[config.mk]
export PLATFORM = sky130hd
export DESIGN_NAME = sdm_merge_unit
export DESIGN_NICKNAME = d
export VERILOG_FILES = /design/src/rtl/sdm_pkg.sv /design/src/rtl/sdm_field_sat.sv /design/src/rtl/sdm_lane_merge.sv /design/src/rtl/sdm_merge_unit.sv
export SDC_FILE = /design/constraint.sdc
export NUM_CORES = 1
export LEC_CHECK = 0
export ABC_AREA = 1
export ABC_CLOCK_PERIOD_IN_PS = 1670
export CAP_MARGIN = 20
export CORE_ASPECT_RATIO = 1.1
export CORE_MARGIN = 3
export CORE_UTILIZATION = 25
export CTS_CLUSTER_DIAMETER = 100
export CTS_CLUSTER_SIZE = 20
export DETAILED_ROUTE_END_ITERATION = 10
export PLACE_DENSITY_LB_ADDON = 0.12
export SETUP_SLACK_MARGIN = 0.3
export SYNTH_ARGS = -nofsm -noshare
export SYNTH_HDL_FRONTEND = slang
export SYNTH_SLANG_ARGS = --single-unit
[constraint.sdc]
create_clock -name clk -period 1.67 [get_ports clk]
set_input_delay 0.2505 -clock clk [delete_from_list [all_inputs] [get_ports clk]]
set_output_delay 0.2505 -clock clk [all_outputs]
set_load 0.1 [all_outputs]
[src/rtl/sdm_pkg.sv]
package sdm_pkg;
  typedef enum logic [1:0] {
    FMT_ZERO = 2'd0,
    FMT_SEXT = 2'd1,
    FMT_KEEP = 2'd2,
    FMT_RSVD = 2'd3
  } unused_fmt_e;

  localparam logic [2:0] SEL_FULL = 3'd6;
  localparam logic [2:0] SEL_BAD  = 3'd7;
endpackage

[src/rtl/sdm_field_sat.sv]
module sdm_field_sat #(
  parameter int IN_W  = 32,
  parameter int OUT_W = 8
) (
  input  logic [IN_W-1:0]  val_i,
  input  logic             clamp_i,
  output logic [OUT_W-1:0] val_o
);
  generate
    if (OUT_W < IN_W) begin : g_sat
      logic over;
      always_comb begin
        over  = |val_i[IN_W-1:OUT_W];
        val_o = (clamp_i && over) ? {OUT_W{1'b1}} : val_i[OUT_W-1:0];
      end
    end else begin : g_pass
      logic unused_clamp;
      always_comb begin
        unused_clamp = clamp_i;
        val_o        = val_i[OUT_W-1:0];
      end
    end
  endgenerate
endmodule

[src/rtl/sdm_lane_merge.sv]
module sdm_lane_merge
  import sdm_pkg::*;
#(
  parameter int DW = 32,
  parameter int FW = 8,
  localparam int NF    = DW / FW,
  localparam int IDX_W = (NF > 1) ? $clog2(NF) : 1
) (
  input  logic [FW-1:0]    field_i,
  input  logic [IDX_W-1:0] idx_i,
  input  logic [DW-1:0]    cur_i,
  input  unused_fmt_e      fmt_i,
  output logic [DW-1:0]    word_o
);
  logic fill_ones;
  assign fill_ones = (fmt_i == FMT_SEXT) && field_i[FW-1];

  generate
    for (genvar f = 0; f < NF; f++) begin : g_field
      always_comb begin
        if (IDX_W'(f) == idx_i) begin
          word_o[f*FW +: FW] = field_i;
        end else if (fmt_i == FMT_KEEP) begin
          word_o[f*FW +: FW] = cur_i[f*FW +: FW];
        end else if ((IDX_W'(f) > idx_i) && fill_ones) begin
          word_o[f*FW +: FW] = {FW{1'b1}};
        end else begin
          word_o[f*FW +: FW] = '0;
        end
      end
    end
  endgenerate
endmodule

[src/rtl/sdm_merge_unit.sv]
module sdm_merge_unit
  import sdm_pkg::*;
#(
  parameter int DW = 32,
  parameter int BW = 8,
  localparam int HW = 2 * BW
) (
  input  logic          clk,
  input  logic          rst_n,
  input  logic          in_en,
  input  logic [DW-1:0] new_res,
  input  logic [DW-1:0] cur_dst,
  input  logic [2:0]    sel_code,
  input  logic [1:0]    unused_fmt,
  input  logic          clamp_en,
  output logic [DW-1:0] merged_q,
  output logic          sel_err_q
);
  localparam int NB  = DW / BW;
  localparam int NH  = DW / HW;
  localparam int BIW = (NB > 1) ? $clog2(NB) : 1;
  localparam int HIW = (NH > 1) ? $clog2(NH) : 1;

  unused_fmt_e   fmt;
  logic [BW-1:0] byte_val;
  logic [HW-1:0] half_val;
  logic [DW-1:0] byte_word, half_word;
  logic [DW-1:0] merged_d;
  logic          err_d;

  assign fmt = unused_fmt_e'(unused_fmt);

  sdm_field_sat #(.IN_W(DW), .OUT_W(BW)) u_sat_byte (
    .val_i(new_res), .clamp_i(clamp_en), .val_o(byte_val)
  );

  sdm_field_sat #(.IN_W(DW), .OUT_W(HW)) u_sat_half (
    .val_i(new_res), .clamp_i(clamp_en), .val_o(half_val)
  );

  sdm_lane_merge #(.DW(DW), .FW(BW)) u_byte_merge (
    .field_i(byte_val), .idx_i(sel_code[BIW-1:0]),
    .cur_i(cur_dst), .fmt_i(fmt), .word_o(byte_word)
  );

  sdm_lane_merge #(.DW(DW), .FW(HW)) u_half_merge (
    .field_i(half_val), .idx_i(sel_code[HIW-1:0]),
    .cur_i(cur_dst), .fmt_i(fmt), .word_o(half_word)
  );

  always_comb begin
    err_d    = 1'b0;
    merged_d = cur_dst;
    if (sel_code == SEL_BAD) begin
      err_d    = 1'b1;
      merged_d = cur_dst;
    end else if (sel_code == SEL_FULL) begin
      merged_d = new_res;
    end else if (sel_code[2]) begin
      merged_d = half_word;
    end else begin
      merged_d = byte_word;
    end
  end

  always_ff @(posedge clk or negedge rst_n) begin
    if (!rst_n) begin
      merged_q  <= '0;
      sel_err_q <= 1'b0;
    end else if (in_en) begin
      merged_q  <= merged_d;
      sel_err_q <= err_d;
    end
  end
endmodule

==> results of run 1 <==
[sequential cells by signal, summed over array words and instances (netlist names)]
register	count
sel_err_q	1
merged_q	32
[how the worst max path moves through the flow]
stage	end	cells past startpoint	startpoint
3_5_place_dp	merged_q[19]	14	new_res[17]
4_1_cts	merged_q[18]	14	new_res[16]
6_report	merged_q[18]	12	new_res[13]
5_1_grt	merged_q[16]	14	new_res[20]
3_3_place_gp	merged_q[19]	14	new_res[17]
2_1_floorplan	merged_q[6]	13	new_res[23]
[layout make-up]
type / count / area, um^2 / share of cell area, %
Sequential cell: 33 / 826 / 12.7
Timing Repair Buffer: 222 / 2450 / 37.6
Multi-Input combinational cell: 479 / 2650 / 40.7
Tap cell: 184 / 230 / 3.53
Inverter: 53 / 210 / 3.22
Timing Repair inverter: 1 / 7.51 / 0.115
Clock buffer: 5 / 125 / 1.92
Clock inverter: 3 / 17.5 / 0.269
[routing by layer]
metal / up-vias / track usage, %
li1: 2359 / -
met1: 2208 / 27.0
met2: 163 / 35.4
met3: 14 / 2.97
met4: 0 / 6.55
met5: - / 0
[repair_timing]
item / CTS / global route
gates resized for setup: 166 / 76
setup endpoints to repair: 33 / 32
cloned: 4 / 1
pin swaps: 33 / 33
hold buffers: 0 / 0
buffers inserted: 14 / 7
[cell usage after synthesis (2+ instances only)]
master,instances
buf_1,4
nand2_4,3
nand3b_1,7
nand2_1,218
nor2_4,4
clkbuf_1,18
nand2_2,2
buf_6,2
buf_4,4
nand3_1,77
nor2_1,33
o211ai_1,8
inv_2,7
inv_1,44
a21oi_1,59
dfrtp_1,33
a31oi_1,11
o21ai_1,10
o21ai_0,35
nand3_4,3
buf_2,10
[through the flow]
step	setup slack (ns)	power [mW]	TNS, ns	hold slack, ns
floorplan	0.288	2.32	0	-0.0451
global placement	-0.606	3.41	-16.44	0.527
detailed placement	-0.600	3.42	-16.65	0.527
CTS	0.163	4.48	0	0.355
global route	0.0768	4.75	0	0.370
finish	0.172	4.52	0	0.343
[where the power goes]
part / internal [mW] / switching [mW]
clock network: 0.548 / 0.405
logic: 1.02 / 1.52
registers: 0.907 / 0.122
total: 2.47 / 2.05
[logic make-up (layout without fill, tap and decap cells)]
kind of cell | after synthesis | after routing | synth area share, %
AO/OA/AOI/OAI | 127 | 127 | 20.0
buffers and inverters | 91 | 284 | 11.2
flip-flops | 33 | 33 | 23.9
AND/OR/NAND/NOR | 351 | 352 | 44.9
[placed cells by master (no fill, tap or decap), types with 2 or more instances in the layout]
master / n
nand3_2: 32
o21ai_2: 7
buf_4: 97
inv_2: 9
nor2_1: 21
buf_12: 42
nand2_8: 2
a31oi_1: 11
o211ai_1: 8
a21oi_1: 54
clkdlybuf4s15_1: 2
clkbuf_2: 2
buf_2: 6
o21ai_0: 23
a21oi_2: 5
clkinv_2: 2
nand2_1: 210
clkbuf_16: 6
inv_4: 3
nor2_4: 14
nand3_4: 8
clkinvlp_4: 3
dlygate4sd2_1: 2
buf_6: 24
nand3_1: 41
clkdlybuf4s50_1: 42
o21ai_1: 15
dfrtp_1: 33
nand3b_1: 7
inv_1: 39
buf_8: 2
nor2_2: 3
nand2_4: 4
nand2_2: 8
==> summary.txt, run 1 <==
Worst setup path
  – Worst R2R Setup Slack: about 0.75 ns
  – Worst-path maximum fanout: 8
  – Critical Path End Type: flip-flop
  – Max incr delay on CP: roughly 0.28 ns
  – CP required: about 1.9 ns
  – CP top delay family: simple AND/OR/NAND/NOR gates
  – Crit-path slowest cell: o21ai_4
  – Worst Path Buf+Inv: 2
  – CP startpoint kind: input pin
  – Critical path class: input pin to flip-flop
  – CP arrival: 1.68 ns
  – Worst path cell trace: buf_8 > nor2_4 > nand3_2 > o21ai_4 > buf_6 > nand3_4 > nand3_4 > nand3_2 > nand3_2 > nand2_1 > nand2_1 > nand2_1
  – RR Endpoint: merged_q[15]
  – Reg2Reg Depth: 3
  – R2r startpoint: merged_q[15]

GRT
  – Initial antenna violation count: 0
  – Total global routing track utilization: 20.6%
  – Global-route wire length before repair: ~25000 um
  – Vias in the first global route: ~4700
  – Largest net degree at the start of global routing: 36
  – GRT overflow: 0

Synth
  – Ys flop type: dfrtp_1
  – Seq cells post-synth: 33
  – FFs w/ async S/R, synth: 100%
  – Yosys top cell by area: dfrtp_1
  – Post-Syn Instances: between 600 and 700
  – Synthesized area: roughly 0.0035 mm^2
  – Top cells by area, synth: dfrtp_1, nand2_1, nand3_1
  – Post-synthesis sequential area ratio: between 20% and 30%
  – Synth top area share: between 20% and 30%
  – Avg Inst Size Synth: between 5 and 6 um^2
  – Mapped Nets: 675
  – Post-synth EDFFs: 0
  – Synth Warn #: 0
  – Post-synthesis cell type count: 31

Die
  – Initial core utilization: 25.8%
  – Die width: around 120 um
  – Die area: around 0.015 mm^2
  – Core area: about 0.013 mm^2
  – Die Y: between 100 and 150 um
  – IO Pins: around 110
  – Site row count: between 40 and 50

Job
  – Max Cap Viol: 0

Power
  – PD cells: between 600 and 700 mW/mm^2
  – VDD IR-drop max: between 0.3 and 0.4 mV
  – Leak: around 3.2 nW

Layout
  – Fill cell count: between 1000 and 1500
  – Ant. Diodes: 0
  – Proportion of layout cells with a drive suffix above 1: around 36%
  – Nets: slightly below 900
  – Final non-filler cell area: 0.00652 mm^2
  – Fin cells: 980
  – Final Util: 48.7%
  – Area grow syn2layout: 88.7%

Detailed routing
  – Uppermost layer routed: met4
  – Post-route ant nets: 0
  – Met3 wire len: roughly 800 um
  – Via count: between 4000 and 5000
  – Routed vias/inst: roughly 4.8
  – Final wirelength: 16000 um
  – WL per Instance: 16.3 um
  – Metal-1 WL: 7100 um
  – DRT iter0 DRCs: around 390
  – TritonRoute pass-1 iters: 5
  – WL met2: between 7000 and 8000 um
  – Residual DRC: 0

STA
  – Fin crit period: about 1.5 ns
  – Worst Skew: 0 ns
  – Slew margin rel.: between 80% and 90%
  – Max-slew violation count: 0
  – Final Hold Vio Count: 0
  – Part of the cycle the worst path needs: approximately nine tenths
  – Worst slew pin tran: 0.278 ns
  – Fmax: 668 MHz
  – Endpoints failing setup: 0
  – RSZ-0062 raised after global routing: true

CTS
  – H-tree Lvls: 2
  – Clk slew on worst S/H paths: about 0.06 ns
  – Number of buffers created by CTS: 5
  – Clock Tree Buf Depth: 2
  – Root buffer cell: clkbuf_16
  – CTS tree: yes
  – Clock sink total: 33
  – Clk Latency, worst-skew pair: about 0.29 ns

Placed design
  – Routability-driven placement congestion ratio: between 0.9 and 1
  – # port buffers: 105
  – Placed insts: between 900 and 1000
  – Post-DP HPWL: around 12000 um
  – Placed inst area: 0.00570 mm^2

Run status
  – Status: finished, final reports clean

Hold path
  – HP Class: input pin to asynchronous set/reset pin
Power figures use the tool's default switching activity.
==> run 2: changes to the inputs <==
Settings changed: SLEW_MARGIN set to 15.
==> results of run 2 <==
Same layout as run 1: the final DEF is identical, and so are final timing and power.
